--- src/rtl/stat_tally_pkg.sv ---
// Shared definitions for the statistics counter: operation codes,
// register word indices and the filtered field layout.
package stat_tally_pkg;

    typedef enum logic [3:0] {
        OP_FLT  = 4'd0,
        OP_WIN  = 4'd1,
        OP_ADD  = 4'd2,
        OP_ALL  = 4'd3,
        OP_ANY  = 4'd4,
        OP_REQ  = 4'd5,
        OP_RSP  = 4'd6,
        OP_BOTH = 4'd7,
        OP_EXT  = 4'd8
    } op_e;

    localparam logic [3:0] A_CTRL   = 4'd0;
    localparam logic [3:0] A_OPS    = 4'd1;
    localparam logic [3:0] A_PERIOD = 4'd2;
    localparam logic [3:0] A_SEND   = 4'd3;
    localparam logic [3:0] A_MASK   = 4'd4;
    localparam logic [3:0] A_CMP    = 4'd5;
    localparam logic [3:0] A_WIN    = 4'd6;

    typedef struct packed {
        logic [7:0] mst;
        logic       err;
        logic       wr;
        logic       rd;
    } fld_t;

endpackage

--- src/rtl/stat_tally_regs.sv ---
// Configuration register file.
// Assumes INFO_W <= 16 and PER_W <= 32. SEND is a one-cycle strobe that
// clears itself on the next clock.
module stat_tally_regs
    import stat_tally_pkg::*;
#(
    parameter int INFO_W = 12,
    parameter int PER_W  = 16,
    parameter int ESW    = 3
) (
    input  logic              clk,
    input  logic              rst_n,
    input  logic              we,
    input  logic [3:0]        addr,
    input  logic [31:0]       wdata,
    output logic [31:0]       rdata,
    output logic              run,
    output logic              manual,
    output logic              gen,
    output logic              sen,
    output logic [3:0]        op,
    output logic [1:0]        isel,
    output logic [ESW-1:0]    ext_sel,
    output logic [PER_W-1:0]  period,
    output logic              send_q,
    output fld_t              mask,
    output fld_t              cmp,
    output logic [INFO_W-1:0] wmin,
    output logic [INFO_W-1:0] wmax
);

    // Register writes; send_q drops back to 0 one cycle after being set.
    always_ff @(posedge clk) begin
        if (!rst_n) begin
            run     <= 1'b0;
            manual  <= 1'b0;
            gen     <= 1'b0;
            sen     <= 1'b0;
            op      <= '0;
            isel    <= '0;
            ext_sel <= '0;
            period  <= '0;
            send_q  <= 1'b0;
            mask    <= '0;
            cmp     <= '0;
            wmin    <= '0;
            wmax    <= '0;
        end else begin
            send_q <= 1'b0;
            if (we) begin
                case (addr)
                    A_CTRL: begin
                        run    <= wdata[0];
                        manual <= wdata[1];
                        gen    <= wdata[2];
                        sen    <= wdata[3];
                    end
                    A_OPS: begin
                        op      <= wdata[3:0];
                        isel    <= wdata[5:4];
                        ext_sel <= wdata[8 +: ESW];
                    end
                    A_PERIOD: period <= wdata[PER_W-1:0];
                    A_SEND:   send_q <= wdata[0];
                    A_MASK:   mask   <= {wdata[15:8], wdata[2:0]};
                    A_CMP:    cmp    <= {wdata[15:8], wdata[2:0]};
                    A_WIN: begin
                        wmin <= wdata[INFO_W-1:0];
                        wmax <= wdata[16 +: INFO_W];
                    end
                    default: ;
                endcase
            end
        end
    end

    // Read mux over the same layout as the writes.
    always_comb begin
        rdata = '0;
        case (addr)
            A_CTRL:   rdata[3:0] = {sen, gen, manual, run};
            A_OPS: begin
                rdata[3:0]      = op;
                rdata[5:4]      = isel;
                rdata[8 +: ESW] = ext_sel;
            end
            A_PERIOD: rdata[PER_W-1:0] = period;
            A_SEND:   rdata[0] = send_q;
            A_MASK:   rdata[15:0] = {mask.mst, 5'd0, mask.err, mask.wr, mask.rd};
            A_CMP:    rdata[15:0] = {cmp.mst, 5'd0, cmp.err, cmp.wr, cmp.rd};
            A_WIN: begin
                rdata[INFO_W-1:0]  = wmin;
                rdata[16 +: INFO_W] = wmax;
            end
            default: rdata = '0;
        endcase
    end

endmodule

--- src/rtl/stat_tally_qual.sv ---
// Event qualification: the mask/compare filter, the min/max window and
// the per-cycle increment chosen by the operation code.
// Purely combinational. Unknown operation codes give an increment of 0.
module stat_tally_qual
    import stat_tally_pkg::*;
#(
    parameter int INFO_W = 12,
    parameter int NFLT   = 4,
    parameter int NREQ   = 4,
    parameter int NRSP   = 4,
    parameter int NEXT   = 8,
    parameter int ESW    = 3,
    parameter int INC_W  = 13
) (
    input  logic              ev_valid,
    input  logic              ev_rd,
    input  logic              ev_wr,
    input  logic              ev_err,
    input  logic [7:0]        ev_mst,
    input  logic [INFO_W-1:0] ev_len,
    input  logic [INFO_W-1:0] ev_press,
    input  logic [INFO_W-1:0] ev_lat,
    input  logic [NFLT-1:0]   ext_flt,
    input  logic [NREQ-1:0]   req_evt,
    input  logic [NRSP-1:0]   rsp_evt,
    input  logic [NEXT-1:0]   ext_evt,
    input  logic              gen,
    input  logic              sen,
    input  logic [3:0]        op,
    input  logic [1:0]        isel,
    input  logic [ESW-1:0]    ext_sel,
    input  fld_t              mask,
    input  fld_t              cmp,
    input  logic [INFO_W-1:0] wmin,
    input  logic [INFO_W-1:0] wmax,
    output logic [INC_W-1:0]  inc
);

    fld_t              ev_f;
    logic              flt_hit;
    logic              win_hit;
    logic [INFO_W-1:0] info;
    logic [INC_W-1:0]  n_req;
    logic [INC_W-1:0]  n_rsp;

    // Filter: every masked bit must equal its compare bit.
    always_comb begin
        ev_f    = '{mst: ev_mst, err: ev_err, wr: ev_wr, rd: ev_rd};
        flt_hit = ev_valid && gen && sen && (((ev_f ^ cmp) & mask) == '0);
    end

    // Measurement select and inclusive window compare.
    always_comb begin
        case (isel)
            2'd0:    info = ev_len;
            2'd1:    info = ev_press;
            2'd2:    info = ev_lat;
            default: info = '0;
        endcase
        win_hit = ev_valid && (info >= wmin) && (info <= wmax);
    end

    // Population counts of the request and response hit lines.
    always_comb begin
        n_req = '0;
        n_rsp = '0;
        for (int i = 0; i < NREQ; i++) n_req = n_req + INC_W'(req_evt[i]);
        for (int j = 0; j < NRSP; j++) n_rsp = n_rsp + INC_W'(rsp_evt[j]);
    end

    // Increment chosen by the operation code.
    always_comb begin
        case (op)
            OP_FLT:  inc = INC_W'(flt_hit);
            OP_WIN:  inc = INC_W'(win_hit);
            OP_ADD:  inc = ev_valid ? INC_W'(info) : '0;
            OP_ALL:  inc = INC_W'(&ext_flt);
            OP_ANY:  inc = INC_W'(|ext_flt);
            OP_REQ:  inc = n_req;
            OP_RSP:  inc = n_rsp;
            OP_BOTH: inc = n_req + n_rsp;
            OP_EXT:  inc = INC_W'(ext_evt[ext_sel]);
            default: inc = '0;
        endcase
    end

endmodule

--- src/rtl/stat_tally_accum.sv ---
// Saturating accumulator with dump timer.
// A dump fires either every PERIOD cycles (run set, manual clear,
// PERIOD non-zero) or on the send strobe in manual mode. On a dump the
// held value goes out as a frame and the counter reloads with this
// cycle's increment. Assumes CNT_W >= INC_W.
module stat_tally_accum #(
    parameter int CNT_W = 32,
    parameter int PER_W = 16,
    parameter int INC_W = 13
) (
    input  logic             clk,
    input  logic             rst_n,
    input  logic             run,
    input  logic             manual,
    input  logic [PER_W-1:0] period,
    input  logic             send_q,
    input  logic [INC_W-1:0] inc,
    output logic             dump_o,
    output logic [CNT_W-1:0] cnt_o,
    output logic             frame_valid,
    output logic [CNT_W-1:0] frame_data
);

    logic [PER_W-1:0] tmr;
    logic             periodic;
    logic [CNT_W-1:0] inc_x;
    logic [CNT_W:0]   sum;

    // Dump decision and saturating next value.
    always_comb begin
        periodic = run && !manual && (period != '0);
        dump_o   = (periodic && (tmr >= period - PER_W'(1))) || (manual && send_q);
        inc_x    = {{(CNT_W-INC_W){1'b0}}, inc};
        sum      = {1'b0, cnt_o} + {1'b0, inc_x};
    end

    // Period timer, restarted at every dump and held at 0 when idle.
    always_ff @(posedge clk) begin
        if (!rst_n || !periodic || dump_o) tmr <= '0;
        else                               tmr <= tmr + PER_W'(1);
    end

    // Counter update and frame register.
    always_ff @(posedge clk) begin
        if (!rst_n) begin
            cnt_o       <= '0;
            frame_valid <= 1'b0;
            frame_data  <= '0;
        end else begin
            frame_valid <= dump_o;
            if (dump_o) begin
                frame_data <= cnt_o;
                cnt_o      <= run ? inc_x : '0;
            end else if (run) begin
                cnt_o <= sum[CNT_W] ? '1 : sum[CNT_W-1:0];
            end
        end
    end

endmodule

--- src/rtl/stat_tally.sv ---
// Top level of the filtered statistics counter: register file, event
// qualification and accumulator wired together.
module stat_tally
    import stat_tally_pkg::*;
#(
    parameter int CNT_W  = 32,
    parameter int INFO_W = 12,
    parameter int PER_W  = 16,
    parameter int NFLT   = 4,
    parameter int NREQ   = 4,
    parameter int NRSP   = 4,
    parameter int NEXT   = 8
) (
    input  logic              clk,
    input  logic              rst_n,
    input  logic              cfg_we,
    input  logic [3:0]        cfg_addr,
    input  logic [31:0]       cfg_wdata,
    output logic [31:0]       cfg_rdata,
    input  logic              ev_valid,
    input  logic              ev_rd,
    input  logic              ev_wr,
    input  logic              ev_err,
    input  logic [7:0]        ev_mst,
    input  logic [INFO_W-1:0] ev_len,
    input  logic [INFO_W-1:0] ev_press,
    input  logic [INFO_W-1:0] ev_lat,
    input  logic [NFLT-1:0]   ext_flt,
    input  logic [NREQ-1:0]   req_evt,
    input  logic [NRSP-1:0]   rsp_evt,
    input  logic [NEXT-1:0]   ext_evt,
    output logic              frame_valid,
    output logic [CNT_W-1:0]  frame_data
);

    localparam int ESW   = (NEXT > 1) ? $clog2(NEXT) : 1;
    localparam int INC_W = INFO_W + 1;

    logic              run_q, manual_q, gen_q, sen_q, send_q, dump_w;
    logic [3:0]        op_q;
    logic [1:0]        isel_q;
    logic [ESW-1:0]    ext_sel_q;
    logic [PER_W-1:0]  period_q;
    fld_t              mask_q, cmp_q;
    logic [INFO_W-1:0] wmin_q, wmax_q;
    logic [INC_W-1:0]  inc_w;
    logic [CNT_W-1:0]  cnt_w;

    stat_tally_regs #(.INFO_W(INFO_W), .PER_W(PER_W), .ESW(ESW)) u_regs (
        .clk(clk), .rst_n(rst_n), .we(cfg_we), .addr(cfg_addr),
        .wdata(cfg_wdata), .rdata(cfg_rdata), .run(run_q), .manual(manual_q),
        .gen(gen_q), .sen(sen_q), .op(op_q), .isel(isel_q),
        .ext_sel(ext_sel_q), .period(period_q), .send_q(send_q),
        .mask(mask_q), .cmp(cmp_q), .wmin(wmin_q), .wmax(wmax_q)
    );

    stat_tally_qual #(
        .INFO_W(INFO_W), .NFLT(NFLT), .NREQ(NREQ), .NRSP(NRSP),
        .NEXT(NEXT), .ESW(ESW), .INC_W(INC_W)
    ) u_qual (
        .ev_valid(ev_valid), .ev_rd(ev_rd), .ev_wr(ev_wr), .ev_err(ev_err),
        .ev_mst(ev_mst), .ev_len(ev_len), .ev_press(ev_press),
        .ev_lat(ev_lat), .ext_flt(ext_flt), .req_evt(req_evt),
        .rsp_evt(rsp_evt), .ext_evt(ext_evt), .gen(gen_q), .sen(sen_q),
        .op(op_q), .isel(isel_q), .ext_sel(ext_sel_q), .mask(mask_q),
        .cmp(cmp_q), .wmin(wmin_q), .wmax(wmax_q), .inc(inc_w)
    );

    stat_tally_accum #(.CNT_W(CNT_W), .PER_W(PER_W), .INC_W(INC_W)) u_acc (
        .clk(clk), .rst_n(rst_n), .run(run_q), .manual(manual_q),
        .period(period_q), .send_q(send_q), .inc(inc_w), .dump_o(dump_w),
        .cnt_o(cnt_w), .frame_valid(frame_valid), .frame_data(frame_data)
    );

endmodule

--- config.mk ---
export PLATFORM = sky130hd
export DESIGN_NAME = stat_tally
export DESIGN_NICKNAME = d
export VERILOG_FILES = /design/src/rtl/stat_tally_pkg.sv /design/src/rtl/stat_tally_regs.sv /design/src/rtl/stat_tally_qual.sv /design/src/rtl/stat_tally_accum.sv /design/src/rtl/stat_tally.sv
export SDC_FILE = /design/constraint.sdc
export NUM_CORES = 1
export LEC_CHECK = 0
export BUFFER_PORTS_ARGS = -buffer_cell sky130_fd_sc_hd__buf_2
export CAP_MARGIN = 5
export CORE_UTILIZATION = 30
export DETAILED_ROUTE_END_ITERATION = 8
export PLACE_DENSITY = 0.51
export SETUP_SLACK_MARGIN = 0.15
export SYNTH_ARGS = -nofsm -noshare
export SYNTH_HDL_FRONTEND = slang
export SYNTH_SLANG_ARGS = --single-unit
--- constraint.sdc ---
create_clock -name clk -period 5.89 [get_ports clk]
set_input_delay 0.589 -clock clk [delete_from_list [all_inputs] [get_ports clk]]
set_output_delay 0.589 -clock clk [all_outputs]
set_load 0.03 [all_outputs]
==> flow_metrics.tcl <==
set metrics [dict create \
    status "completed" \
    synth.distinct_cells 69 \
    postSynthCellCount 1164 \
    num_rows 63 \
    post-route-period-util_pct 88.1 \
    fin_skew_ps 23.5 \
    cts_tree "built" \
    hold_viol_final 0 \
    critical_path_class "flop to flop" \
    syn_avg_cell_area_um2 7.93 \
    final_layout_size_suffix_gt1_share_pct 17.0 \
    setup_tns_ps 0 \
    worst_hold_path_type "input pin to flop" \
    drtIter0Drc 448 \
    yosys.area.top_type "dfxtp_1" \
    cts_root_buffer "clkbuf_16" \
    grt_pass1_vias 8103 \
    leakage_uw 0.00463 \
    start_util_pct 30.8 \
    area_growth_pct 18.2 \
    min_period_ps 5190 \
    clkSlewWorstSetupHoldPaths_ps 80 \
    grt_pass1_wl_um 43900 \
    avgViaCountPerCell 5.06 \
    arrival_ps 5500 \
    reg2reg_slack_ps 700 \
    fin_nets 1461 \
    track_usage_pct 17.9 \
    ant_nets 0 \
    rsz0062_at_grt "no" \
    dieWidth_um 177 \
    peakVddDrop_mv 0.187 \
    hold_buffers 0 \
    tightest_slew_ps 1190 \
    dp_cells 1660 \
    ys_seq_area_share_pct 34.1 \
    setup_ws_ps 700 \
    post-place-ws_ps 627 \
    max_cap_violations 0 \
    routedWlPerCell_um 16.3 \
    n_fill_cell 3229 \
    place.gp.congestion 0.858 \
    critPathLaunchType "flop" \
    power.density_nw_per_um2 225 \
    final_cells 1693 \
    syn-cell-area_um2 9230 \
    slew_headroom_pct 20.1 \
    cts.sinks 157 \
    multi_input_area_um2 5560 \
    seqCellArea_um2 3140 \
    synth_edf_count 0 \
    slew_violations 0 \
    worstHoldStart "cfg_wdata[24]" \
    cts.htree.levels 4 \
    worst_r2r_endpoint "u_acc.cnt_o[24]" \
    setup_viol 0 \
    die_height_um 177 \
    critPathMaxStageDelay_ps 660 \
    hold_end "u_regs.wmax[8]" \
    io_pins 172 \
    gr-total-overflow 0 \
    grt_max_degree 79 \
    core_um2 30000 \
    rr_worst_depth 20 \
    clk_path_buf_depth 2 \
    yosysTopAreaCellShare_pct 34.1 \
    drtPass1Iterations 6 \
    hpwlAfterDp_um 20900 \
    worstPathRequired_ps 6200 \
    ys_warn_count 0 \
    clk_latency_ps 450 \
    ys_ff_latch 157 \
    antenna_found_initial 1 \
    synth_area_leaders "dfxtp_1 (34%), ha_1 (8.3%), nand2_1 (7.8%), mux2i_1 (6.2%), a21oi_1 (5.6%)" \
    post-route-util_pct 36.4 \
    slowest_stage "dfxtp_1" \
    path_cells "buf_4 -> mux2i_1 -> o21ai_0 -> ha_1 -> nor2b_1 -> o21a_1 -> o21ai_0 -> a21oi_1 -> a211o_1 -> o2111ai_1 -> ha_1 -> inv_1 -> fa_1 -> nand2b_1 -> a21oi_1 -> o21ba_2 -> o21a_1 -> nand2_1 -> nor4bb_1 -> nor3_1" \
    routed_wirelength_um 27600 \
    vias 8561 \
    numCtsBuffers 17 \
    critPathMaxFanout 9 \
    die-area_um2 31500 \
    async_flop_share_pct 0 \
    port_buffers 163 \
    max_freq_mhz 193 \
    worstSetupEndpointType "flop" \
    worstReg2RegStart "u_regs.isel[0]" \
    route.detailed.drc 0 \
    min_path_cells 3 \
    synth_ff_type "dfxtp_1" \
]
==> what timing repair did <==
action / CTS / global route
setup buffers: 0 / 0
resized for setup: 0 / 1
setup endpoints to repair: 0 / 6
==> stage by stage <==
step / hold WS (ps) / instance area (um2) / total power [uW]
global route: 382 / 10900 / 2540
global placement: 442 / 10300 / 1320
finish: 379 / 10900 / 2450
detailed placement: 447 / 10300 / 1320
floorplan: 436 / 9240 / 1240
CTS: 367 / 10900 / 2480
==> placed cells by master, fill, tap and decap left out, types with 5 or more instances in the layout <==
| master | n |
|---|---|
| nand2_1 | 191 |
| nand2b_1 | 13 |
| clkinv_8 | 6 |
| buf_2 | 163 |
| buf_4 | 9 |
| nor4_1 | 7 |
| clkbuf_16 | 17 |
| xor2_1 | 25 |
| mux2i_1 | 57 |
| inv_1 | 55 |
| ha_1 | 61 |
| a31oi_1 | 5 |
| nor3_1 | 42 |
| nor2_1 | 118 |
| a22oi_1 | 18 |
| nand4_1 | 25 |
| xnor2_1 | 22 |
| and3_1 | 11 |
| or3_1 | 5 |
| a21o_1 | 5 |
| and2_1 | 9 |
| a211oi_1 | 9 |
| a221oi_1 | 6 |
| o21ai_0 | 21 |
| dfxtp_1 | 157 |
| nand3_1 | 24 |
| a21oi_1 | 103 |
| o31ai_1 | 12 |
| o2111ai_1 | 7 |
| o21a_1 | 10 |
| o22ai_1 | 7 |
| a211o_1 | 5 |
==> report_power, final <==
part	internal, uW	total [uW]	switching, uW	leakage, uW
Clock	582	1150	569	0.000296
Combinational	88.3	222	134	0.00307
Sequential	1070	1080	8.94	0.00127
Total	1740	2450	712	0.00463
==> layer usage <==
metal | share of wire, % | wire length, um | global-route usage [%] | up-vias
li1 | - | - | - | 4338
met1 | 49 | 13600 | 24.9 | 3968
met4 | 1.4 | 376 | 4.81 | 0
met5 | 0 | 0 | 0 | -
met3 | 4.7 | 1290 | 2.81 | 25
met2 | 45 | 12400 | 28.5 | 230
==> cell families after synthesis <==
family                   Yosys count  share of synthesized area [%]
AO/OA/AOI/OAI                    240                           16.7
XOR/XNOR                          47                           4.46
adder cells (fa/ha/maj)           65                           9.14
buffers and inverters            125                           5.80
flip-flops                       157                           34.1
multiplexers                      60                           6.79
other                              1                         0.0406
AND/OR/NAND/NOR                  469                           23.0
==> worst max-delay path by stage <==
| stage | from | to | slack (ps) | depth (start not counted) |
|---|---|---|---|---|
| 2_1_floorplan | u_regs.isel[0] | u_acc.cnt_o[21] | 1250 | 23 |
| 3_3_place_gp | u_regs.isel[0] | u_acc.cnt_o[24] | 680 | 20 |
| 3_5_place_dp | rsp_evt[0] | u_acc.cnt_o[27] | 630 | 20 |
| 4_1_cts | u_regs.isel[0] | u_acc.cnt_o[24] | 580 | 20 |
| 5_1_grt | u_regs.isel[0] | u_acc.cnt_o[24] | 200 | 20 |
| 6_report | u_regs.isel[0] | u_acc.cnt_o[24] | 700 | 20 |
==> flip-flops by register name (all words and copies together) (netlist names), 2 cells and up <==
register          count
u_acc.cnt_o          32
u_acc.frame_data     32
u_acc.tmr            16
u_regs.cmp           11
u_regs.ext_sel        3
u_regs.isel           2
u_regs.mask          11
u_regs.op             4
u_regs.period        16
u_regs.wmax          12
u_regs.wmin          12
==> worst max-delay path: cells and delay by family (launching register included) <==
family / cells / cell delay [ps]
compound gates: 9 / 2130
fa+ha+maj: 3 / 990
simple gates: 5 / 850
flops: 1 / 660
buf+inv: 2 / 350
mux: 1 / 90
==> synthesized netlist by cell type, drive strengths merged (6+ instances only) <==
library cell,n
nand2,193
dfxtp,157
nor2,118
a21oi,103
ha,61
mux2i,57
inv,56
clkbuf,53
nor3,42
nand3,25
nand4,25
xor2,25
xnor2,22
o21ai,21
a22oi,18
buf,16
nand2b,13
o31ai,12
and3,11
o21a,10
a211oi,9
and2,9
nor4,7
o2111ai,7
o22ai,7
a221oi,6
==> layout make-up <==
class	count	share of cell area, %
Timing Repair Buffer	172	8.10
Inverter	56	1.94
Multi-Input combinational cell	885	51.0
Tap cell	390	4.47
Sequential cell	157	28.8
Antenna cell	1	0.0229
Clock inverter	15	1.77
Clock buffer	17	3.90
(Power assumes the default switching activity.)
